File: src/rtl/rtc_pkg.sv
package rtc_pkg;
    localparam int REG_W = 32;

    localparam int SEC_W  = 6;
    localparam int MIN_W  = 6;
    localparam int HOUR_W = 5;
    localparam int DAY_W  = 5;
    localparam int MON_W  = 4;
    localparam int YEAR_W = 7;
    localparam int CENT_W = 5;

    localparam int SEC_LSB  = 0;
    localparam int MIN_LSB  = 8;
    localparam int HOUR_LSB = 16;
    localparam int DAY_LSB  = 24;
    localparam int MON_LSB  = 0;
    localparam int YEAR_LSB = 8;
    localparam int CENT_LSB = 16;

    localparam int SEC_MAX  = 59;
    localparam int MIN_MAX  = 59;
    localparam int HOUR_MAX = 23;
    localparam int MON_MAX  = 12;
    localparam int YEAR_MAX = 99;

    localparam int WORD_TIME = 0;
    localparam int WORD_DATE = 1;
    localparam int WORD_CTRL = 4;

    localparam int EN_BIT     = 0;
    localparam int UNLOCK_BIT = 1;
    localparam int CTRL_W     = 2;

    typedef struct packed {
        logic [CENT_W-1:0] cent;
        logic [YEAR_W-1:0] year;
        logic [MON_W-1:0]  mon;
        logic [DAY_W-1:0]  day;
        logic [HOUR_W-1:0] hour;
        logic [MIN_W-1:0]  min;
        logic [SEC_W-1:0]  sec;
    } rtc_time_t;

    typedef struct packed {
        logic [REG_W-1:0]  time_w;
        logic [REG_W-1:0]  date_w;
        logic [CTRL_W-1:0] ctrl;
    } rtc_regs_t;

    function automatic logic [REG_W-1:0] pack_time(input rtc_time_t t);
        logic [REG_W-1:0] w;
        w = '0;
        w[DAY_LSB  +: DAY_W]  = t.day;
        w[HOUR_LSB +: HOUR_W] = t.hour;
        w[MIN_LSB  +: MIN_W]  = t.min;
        w[SEC_LSB  +: SEC_W]  = t.sec;
        return w;
    endfunction

    function automatic logic [REG_W-1:0] pack_date(input rtc_time_t t);
        logic [REG_W-1:0] w;
        w = '0;
        w[CENT_LSB +: CENT_W] = t.cent;
        w[YEAR_LSB +: YEAR_W] = t.year;
        w[MON_LSB  +: MON_W]  = t.mon;
        return w;
    endfunction

    function automatic rtc_time_t unpack_words(input logic [REG_W-1:0] tw,
                                               input logic [REG_W-1:0] dw);
        rtc_time_t t;
        t.day  = tw[DAY_LSB  +: DAY_W];
        t.hour = tw[HOUR_LSB +: HOUR_W];
        t.min  = tw[MIN_LSB  +: MIN_W];
        t.sec  = tw[SEC_LSB  +: SEC_W];
        t.cent = dw[CENT_LSB +: CENT_W];
        t.year = dw[YEAR_LSB +: YEAR_W];
        t.mon  = dw[MON_LSB  +: MON_W];
        return t;
    endfunction

    function automatic logic [REG_W-1:0] time_mask();
        rtc_time_t t;
        t = '1;
        return pack_time(t);
    endfunction

    function automatic logic [REG_W-1:0] date_mask();
        rtc_time_t t;
        t = '1;
        return pack_date(t);
    endfunction
endpackage

File: src/rtl/rtc_month_days.sv
module rtc_month_days
    import rtc_pkg::*;
(
    input  logic [MON_W-1:0]  mon,
    input  logic [YEAR_W-1:0] year,
    input  logic [CENT_W-1:0] cent,
    output logic [DAY_W-1:0]  last_day
);
    logic leap;
    logic unused_cent;

    assign unused_cent = ^cent[CENT_W-1:2];

    // year < 100, so full%100 == year; full%400 == 0 then reduces to cent%4 == 0
    always_comb begin
        if (year == '0) leap = (cent[1:0] == 2'b00);
        else            leap = (year[1:0] == 2'b00);
    end

    always_comb begin
        case (mon)
            MON_W'(2):                       last_day = leap ? DAY_W'(29) : DAY_W'(28);
            MON_W'(4), MON_W'(6),
            MON_W'(9), MON_W'(11):           last_day = DAY_W'(30);
            default:                         last_day = DAY_W'(31);
        endcase
    end

    always_comb begin
        assert_len_range_R11: assert (last_day >= DAY_W'(28) && last_day <= DAY_W'(31));
    end
endmodule

File: src/rtl/rtc_time_core.sv
module rtc_time_core
    import rtc_pkg::*;
(
    input  logic      clk,
    input  logic      rst_n,
    input  logic      load_en,
    input  rtc_time_t load_time,
    input  logic      adv_en,
    output rtc_time_t time_q
);
    rtc_time_t       time_d;
    logic [DAY_W-1:0] last_day;

    rtc_month_days u_days (
        .mon      (time_q.mon),
        .year     (time_q.year),
        .cent     (time_q.cent),
        .last_day (last_day)
    );

    always_comb begin
        time_d = time_q;
        if (load_en) begin
            time_d = load_time;
        end else if (adv_en) begin
            if (time_q.sec < SEC_W'(SEC_MAX)) begin
                time_d.sec = time_q.sec + SEC_W'(1);
            end else begin
                time_d.sec = '0;
                if (time_q.min < MIN_W'(MIN_MAX)) begin
                    time_d.min = time_q.min + MIN_W'(1);
                end else begin
                    time_d.min = '0;
                    if (time_q.hour < HOUR_W'(HOUR_MAX)) begin
                        time_d.hour = time_q.hour + HOUR_W'(1);
                    end else begin
                        time_d.hour = '0;
                        if (time_q.day < last_day) begin
                            time_d.day = time_q.day + DAY_W'(1);
                        end else begin
                            time_d.day = DAY_W'(1);
                            if (time_q.mon < MON_W'(MON_MAX)) begin
                                time_d.mon = time_q.mon + MON_W'(1);
                            end else begin
                                time_d.mon = MON_W'(1);
                                if (time_q.year < YEAR_W'(YEAR_MAX)) begin
                                    time_d.year = time_q.year + YEAR_W'(1);
                                end else begin
                                    time_d.year = '0;
                                    time_d.cent = time_q.cent + CENT_W'(1);
                                end
                            end
                        end
                    end
                end
            end
        end
    end

    always_ff @(posedge clk) begin
        if (!rst_n) time_q <= '0;
        else        time_q <= time_d;
    end

    assert_load_R7: assert property (@(posedge clk) disable iff (!rst_n)
        load_en |=> time_q == $past(load_time));

    assert_idle_R9: assert property (@(posedge clk) disable iff (!rst_n)
        (!load_en && !adv_en) |=> $stable(time_q));

    assert_sec_step_R9: assert property (@(posedge clk) disable iff (!rst_n)
        (adv_en && !load_en && time_q.sec < SEC_W'(SEC_MAX))
        |=> time_q.sec == $past(time_q.sec) + SEC_W'(1));

    assert_sec_wrap_R10: assert property (@(posedge clk) disable iff (!rst_n)
        (adv_en && !load_en && time_q.sec == SEC_W'(SEC_MAX))
        |=> time_q.sec == '0);

    assert_mon_wrap_R12: assert property (@(posedge clk) disable iff (!rst_n)
        (adv_en && !load_en && time_q.mon == MON_W'(MON_MAX) && time_q.day >= last_day
         && time_q.hour == HOUR_W'(HOUR_MAX) && time_q.min == MIN_W'(MIN_MAX)
         && time_q.sec == SEC_W'(SEC_MAX))
        |=> time_q.mon == MON_W'(1));
endmodule

File: src/rtl/rtc_calendar_regs.sv
module rtc_calendar_regs
    import rtc_pkg::*;
#(
    parameter int ADDR_W = 5
) (
    input  logic              clk,
    input  logic              rst_n,
    input  logic              sec_tick,
    input  logic              reg_sel,
    input  logic              reg_wr,
    input  logic [ADDR_W-1:0] reg_addr,
    input  logic [REG_W-1:0]  reg_wdata,
    output logic [REG_W-1:0]  reg_rdata
);
    localparam int IDX_W = ADDR_W - 2;
    localparam logic [REG_W-1:0] TIME_MASK = time_mask();
    localparam logic [REG_W-1:0] DATE_MASK = date_mask();

    rtc_regs_t        regs_d, regs_q;
    rtc_time_t        live_q, load_time;
    logic             load_en, adv_en;
    logic [IDX_W-1:0] idx;
    logic [REG_W-1:0] live_time_w, live_date_w;
    logic             is_time, is_date, is_ctrl, is_wr, is_rd;
    logic             enabled, unlocked;
    logic             unused_addr;

    assign unused_addr = ^reg_addr[1:0];
    assign idx         = reg_addr[ADDR_W-1:2];
    assign is_time     = (idx == IDX_W'(WORD_TIME));
    assign is_date     = (idx == IDX_W'(WORD_DATE));
    assign is_ctrl     = (idx == IDX_W'(WORD_CTRL));
    assign is_wr       = reg_sel && reg_wr;
    assign is_rd       = reg_sel && !reg_wr;
    assign enabled     = regs_q.ctrl[EN_BIT];
    assign unlocked    = regs_q.ctrl[UNLOCK_BIT];
    assign live_time_w = pack_time(live_q);
    assign live_date_w = pack_date(live_q);
    assign adv_en      = sec_tick && enabled;

    always_comb begin
        regs_d  = regs_q;
        load_en = 1'b0;
        if (is_wr && is_ctrl) begin
            regs_d.ctrl = reg_wdata[CTRL_W-1:0];
        end
        if (is_wr && unlocked && is_time) begin
            regs_d.time_w = reg_wdata & TIME_MASK;
            load_en       = 1'b1;
        end
        if (is_wr && unlocked && is_date) begin
            regs_d.date_w = reg_wdata & DATE_MASK;
            load_en       = 1'b1;
        end
        if (is_rd && enabled && is_time) regs_d.time_w = live_time_w;
        if (is_rd && enabled && is_date) regs_d.date_w = live_date_w;
        load_time = unpack_words(regs_d.time_w, regs_d.date_w);
    end

    always_ff @(posedge clk) begin
        if (!rst_n) regs_q <= '0;
        else        regs_q <= regs_d;
    end

    always_comb begin
        if (is_time)      reg_rdata = enabled ? live_time_w : regs_q.time_w;
        else if (is_date) reg_rdata = enabled ? live_date_w : regs_q.date_w;
        else if (is_ctrl) reg_rdata = {{(REG_W-CTRL_W){1'b0}}, regs_q.ctrl};
        else              reg_rdata = '0;
    end

    rtc_time_core u_core (
        .clk       (clk),
        .rst_n     (rst_n),
        .load_en   (load_en),
        .load_time (load_time),
        .adv_en    (adv_en),
        .time_q    (live_q)
    );

    assert_reserved_zero_R2: assert property (@(posedge clk) disable iff (!rst_n)
        (reg_sel && !is_time && !is_date && !is_ctrl) |-> reg_rdata == '0);

    assert_ctrl_accept_R5: assert property (@(posedge clk) disable iff (!rst_n)
        (is_wr && is_ctrl) |=> regs_q.ctrl == $past(reg_wdata[CTRL_W-1:0]));

    assert_locked_drop_R6: assert property (@(posedge clk) disable iff (!rst_n)
        (is_wr && (is_time || is_date) && !unlocked)
        |=> (regs_q.time_w == $past(regs_q.time_w)) && (regs_q.date_w == $past(regs_q.date_w))
            && (live_q == $past(live_q)));

    assert_snapshot_hold_R8: assert property (@(posedge clk) disable iff (!rst_n)
        (!enabled && !is_wr) |=> $stable(regs_q.time_w) && $stable(regs_q.date_w));

    assert_mask_R3: assert property (@(posedge clk) disable iff (!rst_n)
        (regs_q.time_w & ~TIME_MASK) == '0 && (regs_q.date_w & ~DATE_MASK) == '0);
endmodule

File: config.mk
export PLATFORM = sky130hd
export DESIGN_NAME = rtc_calendar_regs
export DESIGN_NICKNAME = d
export VERILOG_FILES = /design/src/rtl/rtc_pkg.sv /design/src/rtl/rtc_month_days.sv /design/src/rtl/rtc_time_core.sv /design/src/rtl/rtc_calendar_regs.sv
export SDC_FILE = /design/constraint.sdc
export NUM_CORES = 1
export LEC_CHECK = 0
export BUFFER_PORTS_ARGS = -buffer_cell sky130_fd_sc_hd__buf_4
export CAP_MARGIN = 40
export CORE_MARGIN = 4
export CORE_UTILIZATION = 40
export CTS_CLUSTER_SIZE = 10
export DETAILED_ROUTE_END_ITERATION = 10
export MAX_ROUTING_LAYER = met4
export SLEW_MARGIN = 30
export SYNTH_ARGS = -nofsm -noshare
export SYNTH_HDL_FRONTEND = slang
export SYNTH_SLANG_ARGS = --single-unit
File: constraint.sdc
create_clock -name clk -period 7.8 [get_ports clk]
set_input_delay 0.78 -clock clk [delete_from_list [all_inputs] [get_ports clk]]
set_output_delay 0.78 -clock clk [all_outputs]
set_load 0.01 [all_outputs]
==> flow_summary.ini <==
[power_and_ir_drop]
power.total_uw = 887
vdd_ir_drop_max_mv = 0.112
cellLeakagePower_nw = 2.29
power-per-cell-area_nw_per_um2 = 142

[routing]
drcViolationCount = 0
avgRoutedWirePerCell_um = 19.8
route.detailed.vias_per_inst = 6.14
drtAntennaViolNets = 0
drt-pass1-iter-count = 5
dr_total_vias = 5444
detail_route.wirelength_mm = 17.5
initialDrtViolationCount = 619

[sta]
fin_worst_skew_ps = 7.68
setup_viol = 0
max_slew_margin = 0.432
grt_setup_unrepaired = no
fmax_mhz = 285
timing.final.crit_share = 0.450
max_slew.worst_pin.slew_ps = 849
tns_ps = 0
min_cycle_time_layout_ps = 3510
final_slew_viol_count = 0
final-hold-violation-count = 0

[logic_synthesis]
synth.ff_latch_count = 78
ys_warn_count = 0
ys_dominant_reg_cell = sky130_fd_sc_hd__dfxtp_1
yosysSeqAreaShare = 0.283
synth_area_per_cell_um2 = 7.95
netlist_instances = 694
synth.cell_area_um2 = 5510
synth_edf_count = 0
synth_async_sr_flop_share = 0
ys_types = 67

[cts]
tritoncts = built
h-tree-depth = 3
cts.clk_slew.worst_paths_ps = 60
cts.sink_count = 78
post_cts.resized_instances = 0
cts_inserted_buffers = 9
clockRootBuffer = sky130_fd_sc_hd__clkbuf_16
worst_skew_pair.late_latency_ps = 340
post-cts-setup-buffer-count = 0
clk_path_buf_depth = 2
hold_buffers = 0

[global_routing]
grt_use_met2 = 0.325
pin_count_of_the_biggest_net_entering_global_routing = 50
grt.met3_usage = 0.0345
track_usage = 0.219
grt_first_pass_wirelength_mm = 27.4
global_route.overflow_total = 0
layer_carrying_the_most_global_route_usage = met2
grt_antenna_before_repair = 0
grt_use_met1 = 0.306
grt_pass1_vias = 4993

[worst_setup_path]
cp.required_ps = 8050
crit_fanout = 11
end_kind = flop
timing_worst_setup_path_type = reg -> reg
crit_path_dat_ps = 3760
critPathLaunchType = flop

[die]
chipHeight_um = 125
rows = 42
starting_density = 0.413
top_level_ports = 74
design.die.area_um2 = 15700
core_footprint_um2 = 13300
die_width_um = 125

[final_layout]
syn_to_final_growth_pct = 13.1
final_nets = 761
antenna-diode-count = 0
most_frequent_cells_in_the_layout = 83 x sky130_fd_sc_hd__mux2i_1, 77 x sky130_fd_sc_hd__dfxtp_1, 74 x sky130_fd_sc_hd__nand2_1
layout.filler_cells = 1347
ratio_of_cells_with_drive_above_1_in_the_final_layout = 0.132
layout.cells.most_common = sky130_fd_sc_hd__mux2i_1

[place]
port_buffers = 53
hpwlAfterDp_mm = 11.8
routabilityCongestion = 0.872

[hold_path]
worstHoldPathType = reg -> reg

[job]
drv.max_cap_violation_count = 0

[outcome]
outcome = complete, no violations
-- cell families (layout without fill, tap and decap cells) --
logic type                 Yosys count  count (layout)  synth area share
AOI/OAI and AO/OA                  197             197             0.263
adders and majority gates           13              13            0.0295
xor gates and xnor gates             2               2           0.00318
buffers and inverters               82              90            0.0665
muxes                               84              84             0.153
other                                1               9          0.000680
and+or+nand+nor                    237             237             0.201
DFF                                 78              78             0.283
-- cell type report --
cell class / count / area, um^2 / share of cell area
clock buffers: 10 / 239 / 0.0383
clock inverters: 5 / 50.0 / 0.00802
inverters: 11 / 41.3 / 0.00662
multi-input cells: 542 / 3620 / 0.581
flip-flops and latches: 78 / 1560 / 0.251
well taps: 176 / 220 / 0.0353
repair buffers: 64 / 503 / 0.0806
-- registers in the layout, summed over array words and instances (netlist names) --
| name | flops |
|---|---|
| u_core.time_q | 38 |
| regs_q | 39 |
| enabled | 1 |
-- cells in the mapped netlist (6+ instances only) --
| master | count | share of area |
|---|---|---|
| sky130_fd_sc_hd__a211oi_1 | 18 | 0.025 |
| sky130_fd_sc_hd__a21oi_1 | 33 | 0.030 |
| sky130_fd_sc_hd__a311oi_1 | 23 | 0.037 |
| sky130_fd_sc_hd__a31oi_1 | 9 | 0.010 |
| sky130_fd_sc_hd__and2_1 | 7 | 0.0079 |
| sky130_fd_sc_hd__and3_1 | 8 | 0.0091 |
| sky130_fd_sc_hd__buf_1 | 8 | 0.0054 |
| sky130_fd_sc_hd__buf_2 | 11 | 0.010 |
| sky130_fd_sc_hd__buf_4 | 10 | 0.014 |
| sky130_fd_sc_hd__clkbuf_1 | 41 | 0.028 |
| sky130_fd_sc_hd__dfxtp_1 | 78 | 0.28 |
| sky130_fd_sc_hd__ha_1 | 13 | 0.029 |
| sky130_fd_sc_hd__inv_1 | 11 | 0.0075 |
| sky130_fd_sc_hd__mux2i_1 | 83 | 0.15 |
| sky130_fd_sc_hd__nand2_1 | 74 | 0.050 |
| sky130_fd_sc_hd__nand3_1 | 16 | 0.015 |
| sky130_fd_sc_hd__nor2_1 | 71 | 0.048 |
| sky130_fd_sc_hd__nor2b_1 | 7 | 0.0079 |
| sky130_fd_sc_hd__nor3_1 | 13 | 0.012 |
| sky130_fd_sc_hd__nor3b_1 | 8 | 0.011 |
| sky130_fd_sc_hd__o21ai_0 | 30 | 0.027 |
| sky130_fd_sc_hd__o22ai_1 | 19 | 0.022 |
| sky130_fd_sc_hd__o311a_1 | 6 | 0.011 |
| sky130_fd_sc_hd__or3_1 | 10 | 0.011 |
-- worst max-delay path, cell delays in order, from the launching register on --
cell	delay (ps)
sky130_fd_sc_hd__dfxtp_1	360
sky130_fd_sc_hd__inv_1	150
sky130_fd_sc_hd__ha_1	180
sky130_fd_sc_hd__nor3b_1	580
sky130_fd_sc_hd__ha_1	360
sky130_fd_sc_hd__o2111ai_1	340
sky130_fd_sc_hd__a21boi_1	730
sky130_fd_sc_hd__buf_4	320
sky130_fd_sc_hd__o211ai_1	110
sky130_fd_sc_hd__a221oi_1	300
-- routing by layer --
layer	wire, um	vias up
met1	8250	2623
met5	0	-
met3	1010	32
met4	337	0
met2	7910	186
li1	-	2603
-- power by group --
group	internal [mW]	switching, mW	leakage, nW	total, mW
sequential	0.399	0.00216	0.629	0.402
clock	0.253	0.172	0.148	0.424
combinational	0.0233	0.0378	1.51	0.0611
total	0.675	0.212	2.29	0.887
-- through the flow --
| step | utilization | instance area, um^2 | hold slack, ps | setup WS, ps | cells |
|---|---|---|---|---|---|
| CTS | 0.465 | 6210 | 494 | 4370 | 884 |
| finish | 0.467 | 6240 | 501 | 4290 | 886 |
| detailed placement | 0.443 | 5920 | 481 | 4130 | 869 |
| floorplan | - | 5540 | 460 | 4990 | 702 |
| global route | 0.467 | 6240 | 523 | 4190 | 886 |
| global placement | 0.442 | 5900 | 477 | 4100 | 868 |
-- worst paths after layout --
check | startpoint | endpoint | slack [ps] | cells past startpoint
setup reg to reg | u_core.time_q[22] | u_core.time_q[20] | 4290 | 9
hold / removal | regs_q[13] | regs_q[13] | 500 | 2
setup / recovery | u_core.time_q[22] | u_core.time_q[20] | 4290 | 9
hold reg to reg | regs_q[13] | regs_q[13] | 500 | 2
No activity file was read; power rests on OpenSTA's default activity.
